--- src/rtl/gpio16_mask_bank.sv ---
module gpio16_mask_bank #(
  parameter int ADDR_W      = 8,
  parameter int SYNC_STAGES = 2
) (
  input  logic              clk,
  input  logic              rst_n,
  input  logic              bus_wr,
  input  logic [ADDR_W-1:0] bus_addr,
  input  logic [31:0]       bus_wdata,
  output logic [31:0]       bus_rdata,
  input  logic [15:0]       pin_in,
  output logic [15:0]       pin_out,
  output logic [15:0]       pin_oe,
  output logic              irq_shared,
  output logic [7:0]        irq_direct
);
  localparam logic [ADDR_W-1:0] A_DIR  = ADDR_W'('h00);
  localparam logic [ADDR_W-1:0] A_OUT  = ADDR_W'('h08);
  localparam logic [ADDR_W-1:0] A_PIN  = ADDR_W'('h0C);
  localparam logic [ADDR_W-1:0] A_IEN  = ADDR_W'('h10);
  localparam logic [ADDR_W-1:0] A_CTRL = ADDR_W'('h14);

  logic [1:0]  ctrl_q;
  logic [15:0] dir_q, out_q;
  logic [7:0]  ien_q;
  logic [15:0] sync_q [SYNC_STAGES];
  logic [15:0] pin_lvl;
  logic        running, wr_ok;

  assign running = (ctrl_q == 2'b01);
  assign wr_ok   = bus_wr & running;
  assign pin_lvl = sync_q[SYNC_STAGES-1];

  always_ff @(posedge clk or negedge rst_n)
    if (!rst_n) ctrl_q <= 2'b10;
    else if (bus_wr && bus_addr == A_CTRL) ctrl_q <= bus_wdata[1:0];

  always_ff @(posedge clk or negedge rst_n)
    if (!rst_n) begin
      dir_q <= '0;
      out_q <= '0;
      ien_q <= '0;
    end else if (ctrl_q[1]) begin
      dir_q <= '0;
      out_q <= '0;
      ien_q <= '0;
    end else if (wr_ok) begin
      if (bus_addr == A_DIR) dir_q <= bus_wdata[15:0];
      if (bus_addr == A_OUT) out_q <= (out_q & ~bus_wdata[31:16]) | (bus_wdata[15:0] & bus_wdata[31:16]);
      if (bus_addr == A_IEN) ien_q <= bus_wdata[7:0];
    end

  always_ff @(posedge clk or negedge rst_n)
    if (!rst_n) begin
      for (int i = 0; i < SYNC_STAGES; i++) sync_q[i] <= '0;
    end else if (ctrl_q[1]) begin
      for (int i = 0; i < SYNC_STAGES; i++) sync_q[i] <= '0;
    end else if (ctrl_q[0]) begin
      sync_q[0] <= pin_in;
      for (int i = 1; i < SYNC_STAGES; i++) sync_q[i] <= sync_q[i-1];
    end

  always_comb
    case (bus_addr)
      A_DIR:   bus_rdata = {16'h0, dir_q};
      A_OUT:   bus_rdata = {16'h0, out_q};
      A_PIN:   bus_rdata = {16'h0, pin_lvl};
      A_IEN:   bus_rdata = {24'h0, ien_q};
      A_CTRL:  bus_rdata = {30'h0, ctrl_q};
      default: bus_rdata = '0;
    endcase

  assign pin_out    = out_q;
  assign pin_oe     = dir_q;
  assign irq_direct = pin_lvl[7:0];
  assign irq_shared = |(pin_lvl[15:8] & ien_q);
endmodule

--- config.mk ---
export PLATFORM = sky130hd
export DESIGN_NAME = gpio16_mask_bank
export DESIGN_NICKNAME = d
export VERILOG_FILES = /design/src/rtl/gpio16_mask_bank.sv
export SDC_FILE = /design/constraint.sdc
export NUM_CORES = 1
export LEC_CHECK = 0
export ABC_AREA = 1
export BUFFER_PORTS_ARGS = -buffer_cell sky130_fd_sc_hd__buf_4
export CORE_MARGIN = 2
export CORE_UTILIZATION = 30
export CTS_CLUSTER_SIZE = 16
export DETAILED_ROUTE_END_ITERATION = 8
export PLACE_DENSITY = 0.53
export SLEW_MARGIN = 5
export SYNTH_ARGS = -nofsm -noshare
export SYNTH_HDL_FRONTEND = slang
export SYNTH_SLANG_ARGS = --single-unit
--- constraint.sdc ---
create_clock -name clk -period 1.14 [get_ports clk]
set_input_delay 0.171 -clock clk [delete_from_list [all_inputs] [get_ports clk]]
set_output_delay 0.171 -clock clk [all_outputs]
set_load 0.005 [all_outputs]
==> flow_metrics.env, run 1 <==
export IMPL_worstSetupEndpointType="output pin"
export IMPL_grt_first_pass_wirelength_mm=23.9
export IMPL_yosysUniqueCellTypes=26
export IMPL_seq_area_frac_synth_pct=45.2
export IMPL_pnr_worst_setup_slack_ns=-0.369
export IMPL_timing_final_hold_violations=0
export IMPL_multi_input_gate_area_in_the_final_layout_um2=2500
export IMPL_violations_in_the_final_reports="setup timing"
export IMPL_finalCriticalPeriod_ns=1.51
export IMPL_finalSetupViolCount=90
export IMPL_design_power_total_mw=8.38
export IMPL_worst_path_max_fanout=2
export IMPL_signed_area_change_from_the_synthesized_netlist_to_the_final_layout_pct=79.5
export IMPL_power_static_leakage_nw=3.59
export IMPL_drt_pre_antenna_iters=5
export IMPL_crit_type="reg2out"
export IMPL_critical_path_arrival_ns=1.34
export IMPL_synth_top_cell_area_share_pct=44.6
export IMPL_antenna_cells_inserted=0
export IMPL_final_setup_skew_ns=0.00345
export IMPL_fillers=1141
export IMPL_yosys_warnings=0
export IMPL_floorplan_io_pins=132
export IMPL_outcome="complete, but fails checks"
export IMPL_layout_nets=772
export IMPL_port_buffers=115
export IMPL_synth_largest_area_cell="sky130_fd_sc_hd__dfrtp_1"
export IMPL_routed_wirelength_mm=15.6
export IMPL_worstSetupStartpointType="flop"
export IMPL_synthesis_area_um2=4100
export IMPL_fp_dieH_um=121
export IMPL_number_of_global_route_vias_before_repair=4379
export IMPL_antenna_found_initial=0
export IMPL_routedWlPerCell_um=17.5
export IMPL_cts_htree_levels=3
export IMPL_cts_tree="done"
export IMPL_drt_iter0_markers=196
export IMPL_synth_area_leaders="sky130_fd_sc_hd__dfrtp_1, sky130_fd_sc_hd__nand2_1, sky130_fd_sc_hd__nand3_1, sky130_fd_sc_hd__inv_1, sky130_fd_sc_hd__buf_4"
export IMPL_worstPathRequired_ns=0.97
export IMPL_fin_worst_hold_slack_ns=0.0617
export IMPL_cts_sinks=74
export IMPL_cts_root_to_sink_buffers=2
export IMPL_ff_latch_area_um2=1870
export IMPL_cap_violations=0
export IMPL_drive_above_1_share_pct=56.4
export IMPL_clk_pin_slew_ns=0.06
export IMPL_yosys_reg_bits=74
export IMPL_final_max_slew_viol_count=0
export IMPL_worstSkewPairLatency_ns=0.34
export IMPL_rsz_0062_raised_after_global_routing="yes"
export IMPL_grt_remaining_overflow=0
export IMPL_synthesis_area_per_instance_um2=7.69
export IMPL_grt_start_max_net_pins=25
export IMPL_place_detailed_hpwl_mm=9.59
export IMPL_timing_setup_tns_ns=-12.82
export IMPL_min_period_over_period_pct=132
export IMPL_power_ir_vdd_worst_v=0.000577
export IMPL_core_area_um2=13300
export IMPL_powerDensity_nw_per_um2=1140
export IMPL_routabilityCongestion=0.838
export IMPL_drc=0
export IMPL_number_of_cts_inserted_buffers=9
export IMPL_maxClockFrequency_ghz=0.663
export IMPL_vias_per_cell=4.89
export IMPL_synthCells=533
export IMPL_design_die_area_um2=14600
export IMPL_initial_util_pct=30.8
export IMPL_min_path_type="in2reg"
export IMPL_route_vias_total=4371
export IMPL_clockRootBuffer="sky130_fd_sc_hd__clkbuf_16"
export IMPL_track_usage_pct=21.4
export IMPL_rows=42
export IMPL_antenna_nets_post_route=0
export IMPL_overall_die_width_um=121
[through the flow]
step                      util (%)  instances  instance area (um^2)  worst slack (ns)
after floorplan                  -        548                  4160          -0.00601
after global placement        40.5        837                  5380            -0.358
after detailed placement      40.5        837                  5380            -0.357
after CTS                     52.2        889                  6940            -0.364
after global routing          55.3        894                  7360            -0.424
final                         55.3        894                  7360            -0.369
[metal layers]
metal  share of wire [%]  global-route usage, %  vias up  wire length (um)
met1                  42                   28.4     2135              6560
li1                    -                      -     2067                 -
met2                  50                   34.8      150              7790
met4                 1.3                   5.31        0               203
met3                 7.0                   5.55       19              1100
met5                   0                      0        -                 0
[report_power, final]
| group | switching [mW] | internal [mW] |
|---|---|---|
| sequential | 0.265 | 3.09 |
| combinational | 1.08 | 1.03 |
| clock | 1.16 | 1.76 |
[what timing repair did]
item | 4_1_cts | 5_1_grt
setup buffers | 18 | 17
setup endpoints to repair | 78 | 99
hold buffers | 1 | 0
pin swaps | 77 | 49
resized for setup | 167 | 142
gates cloned | 17 | 1
hold endpoints to repair | 19 | 0
[path summary, 6_finish.rpt]
check | from | to | slack [ns] | cells past startpoint
worst max-delay path | ien_q[3] | irq_shared | -0.37 | 5
worst min-delay path | pin_in[6] | sync_q[22] | 0.06 | 3
worst max register to register | ctrl_q[0] | pin_lvl[6] | -0.16 | 4
worst min register to register | sync_q[31] | pin_lvl[15] | 0.53 | 2
max in group asynchronous | rst_n | pin_out[9] | 0.28 | 3
min in group asynchronous | rst_n | pin_lvl[8] | 0.30 | 2
[cell type report]
| cell class | instances | area share (%) |
|---|---|---|
| multi-input cells | 347 | 34.0 |
| repair buffers | 204 | 28.9 |
| flip-flops and latches | 74 | 25.4 |
| inverters | 76 | 4.17 |
| clock buffers | 10 | 3.25 |
| well taps | 176 | 2.99 |
| clock inverters | 6 | 0.884 |
| repair inverters | 1 | 0.408 |
[registers in the layout, summed over array words and instances, names as in the netlist]
register / flops
pin_lvl: 16
pin_out: 16
ctrl_q: 2
pin_oe: 16
ien_q: 8
sync_q: 16
[layout by cell type, fill, tap and decap left out, drive strengths merged, types with 8 or more instances in the layout]
cell      n
buf     202
clkbuf   10
conb     16
dfrtp    73
inv      76
nand2   140
nand3    90
nand4    24
nor2     14
o211ai    8
o21ai    35
o22ai    15
[cells in the mapped netlist]
cell type                  count
sky130_fd_sc_hd__a221oi_1      2
sky130_fd_sc_hd__buf_1         2
sky130_fd_sc_hd__buf_2        12
sky130_fd_sc_hd__buf_4        29
sky130_fd_sc_hd__buf_6         3
sky130_fd_sc_hd__clkbuf_1      6
sky130_fd_sc_hd__conb_1        1
sky130_fd_sc_hd__dfrtp_1      73
sky130_fd_sc_hd__dfstp_2       1
sky130_fd_sc_hd__inv_1        73
sky130_fd_sc_hd__inv_2         3
sky130_fd_sc_hd__nand2_1     136
sky130_fd_sc_hd__nand2_2       2
sky130_fd_sc_hd__nand2_4       1
sky130_fd_sc_hd__nand3_1      88
sky130_fd_sc_hd__nand3_2       2
sky130_fd_sc_hd__nand4_1      24
sky130_fd_sc_hd__nor2_1        7
sky130_fd_sc_hd__nor2_2        2
sky130_fd_sc_hd__nor2_4        5
sky130_fd_sc_hd__nor3_1        1
sky130_fd_sc_hd__nor3_4        1
sky130_fd_sc_hd__o211ai_1      8
sky130_fd_sc_hd__o21ai_0      35
sky130_fd_sc_hd__o22ai_1      15
sky130_fd_sc_hd__or2_2         1
[worst max-delay path, cell delays in order (launching register included)]
cell	delay (ns)
sky130_fd_sc_hd__dfrtp_1	0.44
sky130_fd_sc_hd__nand2_1	0.08
sky130_fd_sc_hd__nand2_1	0.06
sky130_fd_sc_hd__a221oi_2	0.16
sky130_fd_sc_hd__nand2_1	0.12
sky130_fd_sc_hd__buf_6	0.13
[kinds of logic (layout without fill, tap and decap cells)]
group	Yosys count	in the layout	synth area share, %
buffers and inverters	128	297	15.3
and+or+nand+nor	270	271	30.9
other	1	16	0.0915
DFF	74	74	45.2
AOI/OAI and AO/OA	60	60	8.46
Power figures use the tool's default switching activity.
==> inputs of run 2 (changes only) <==
--- a/config.mk
+++ b/config.mk
@@ -11,8 +11,7 @@
 export CORE_UTILIZATION = 30
 export CTS_CLUSTER_SIZE = 16
 export DETAILED_ROUTE_END_ITERATION = 8
-export PLACE_DENSITY = 0.53
-export SLEW_MARGIN = 5
+export PLACE_DENSITY_LB_ADDON = 0.1
 export SYNTH_ARGS = -nofsm -noshare
 export SYNTH_HDL_FRONTEND = slang
 export SYNTH_SLANG_ARGS = --single-unit
==> run 2 against run 1 <==
  * Critical path depth did not move
  * Register-to-register slack got worse by 0.07 ns
  * Sequential power barely moved
  * Power rose by 3.5%
  * Combinational power rose by 8%
  * Flip-flop and latch count did not move
  * First-iteration DRC count fell by 1.5%
  * The run still ends with setup timing left
  * Sequential share of layout area fell by 0.74 points
  * Clock skew rose by 0.0016 ns
  * Utilization rose by 1.4 points
  * Clock power rose by 4%
  * Die area did not move
==> flow_metrics.env, run 2 (synthesis gave the netlist of run 1 again) <==
export IMPL_routedWlPerCell_um=17.6
export IMPL_min_period_over_period_pct=132
export IMPL_overall_die_width_um=121
export IMPL_drt_iter0_markers=193
export IMPL_port_buffers=115
export IMPL_drc=0
export IMPL_pnr_worst_setup_slack_ns=-0.365
export IMPL_clk_pin_slew_ns=0.06
export IMPL_initial_util_pct=30.8
export IMPL_core_area_um2=13300
export IMPL_number_of_global_route_vias_before_repair=4491
export IMPL_critical_path_arrival_ns=1.33
export IMPL_rsz_0062_raised_after_global_routing="yes"
export IMPL_cts_htree_levels=3
export IMPL_drive_above_1_share_pct=59.0
export IMPL_grt_remaining_overflow=0
export IMPL_cts_tree="done"
export IMPL_power_static_leakage_nw=3.78
export IMPL_routed_wirelength_mm=15.9
export IMPL_cap_violations=0
export IMPL_timing_final_hold_violations=0
export IMPL_vias_per_cell=4.87
export IMPL_routabilityCongestion=0.831
export IMPL_antenna_nets_post_route=0
export IMPL_place_detailed_hpwl_mm=9.77
export IMPL_grt_start_max_net_pins=24
export IMPL_crit_top_cell="sky130_fd_sc_hd__nand2_1"
export IMPL_powerDensity_nw_per_um2=1150
export IMPL_track_usage_pct=21.1
export IMPL_signed_area_change_from_the_synthesized_netlist_to_the_final_layout_pct=84.1
export IMPL_antenna_cells_inserted=0
export IMPL_finalSetupViolCount=92
export IMPL_rows=42
export IMPL_fp_dieH_um=121
export IMPL_layout_common_cells="sky130_fd_sc_hd__buf_4, sky130_fd_sc_hd__nand2_1, sky130_fd_sc_hd__nand3_2"
export IMPL_floorplan_io_pins=132
export IMPL_violations_in_the_final_reports="setup timing"
export IMPL_worstPathRequired_ns=0.97
export IMPL_grt_first_pass_wirelength_mm=23.7
export IMPL_power_ir_vdd_worst_v=0.000714
export IMPL_fin_worst_hold_slack_ns=0.0602
export IMPL_layout_nets=782
export IMPL_finalCriticalPeriod_ns=1.50
export IMPL_antenna_found_initial=0
export IMPL_route_vias_total=4402
export IMPL_critical_path_slowest_cell="sky130_fd_sc_hd__dfrtp_1"
export IMPL_outcome="complete, but fails checks"
export IMPL_crit_path_max_incr_delay_ns=0.44
export IMPL_clockRootBuffer="sky130_fd_sc_hd__clkbuf_16"
export IMPL_fillers=1178
export IMPL_worstSetupStartpointType="flop"
export IMPL_crit_chain="nand2_1 > nand2_1 > a221oi_2 > nand2_1 > buf_6"
export IMPL_worstSkewPairLatency_ns=0.34
export IMPL_worstSetupEndpointType="output pin"
export IMPL_cts_sinks=74
export IMPL_cts_root_to_sink_buffers=2
export IMPL_layout_cells_most_common="sky130_fd_sc_hd__buf_4"
export IMPL_crit_type="reg2out"
export IMPL_final_setup_skew_ns=0.00504
export IMPL_maxClockFrequency_ghz=0.665
export IMPL_min_path_type="in2reg"
export IMPL_final_max_slew_viol_count=0
export IMPL_placement_setup_worst_slack_ns=-0.348
export IMPL_number_of_cts_inserted_buffers=9
export IMPL_design_die_area_um2=14600
export IMPL_drt_pre_antenna_iters=5
export IMPL_worst_path_max_fanout=2
[run 2: changes by cell type in the layout (fill, tap and decap cells not counted), sizes merged]
cell,change
clkbuf,+4
clkinv,-1
buf,+6
bufinv,+1
nand2,-1
[run 2: final timing paths]
kind / slack, ns / end / startpoint / cells past startpoint
min: 0.06 / sync_q[18] / pin_in[2] / 3
max reg2reg: -0.23 / pin_lvl[7] / ctrl_q[1] / 7
max: -0.36 / irq_shared / ien_q[3] / 5
min reg2reg: 0.53 / sync_q[18] / sync_q[18] / 2
min in group asynchronous: 0.26 / pin_out[14] / rst_n / 2
max in group asynchronous: 0.43 / pin_out[8] / rst_n / 3
[run 2: area by class of cell]
type,instances,area [um^2],share of cell area (%)
timing repair buffer,215,2270,30.1
tap,176,220,2.92
multi-input combinational,346,2550,33.8
timing repair inverter,1,30.0,0.398
clock buffer,9,225,2.99
sequential,74,1860,24.7
clock inverter,6,82.6,1.09
inverter,76,303,4.01
[run 2: what timing repair did]
item                                   4_1_cts  5_1_grt
gates cloned                                13        5
setup buffers                               19       15
pin swaps                                   80       62
setup endpoints to repair                   87       91
resized for setup                          168      131
endpoints found under the hold margin       34        0
hold buffers                                 1        0
[run 2: per-layer routing]
metal  GRT usage [%]  vias to the layer above  wire, um
met5               0                        -         0
met4            7.12                        0       356
met3            5.22                       28       910
met2            35.3                      131      7900
met1            26.6                     2150      6720
li1                -                     2093         -
[run 2: per-stage QoR]
stage	utilization, %	std cells	area [um^2]	TNS [ns]	power (mW)
finish	56.7	903	7540	-17.58	8.67
global placement	41.3	844	5490	-14.85	4.74
floorplan	-	548	4160	-0.165	4.11
detailed placement	41.3	844	5490	-15.53	4.77
global route	56.7	903	7540	-20.18	9.08
CTS	52.5	892	6980	-14.99	8.26
[run 2: worst max-delay path, delay by kind of cell, from the launching register on]
family | cells | cell delay, ns
DFF | 1 | 0.44
AOI/OAI and AO/OA | 1 | 0.15
buffers and inverters | 1 | 0.13
and+or+nand+nor | 3 | 0.28
[run 2: power by group]
part,total [mW],switching [mW],internal [mW]
Combinational,2.28,1.14,1.14
Sequential,3.37,0.282,3.09
Clock,3.02,1.13,1.89
Total,8.67,2.55,6.12
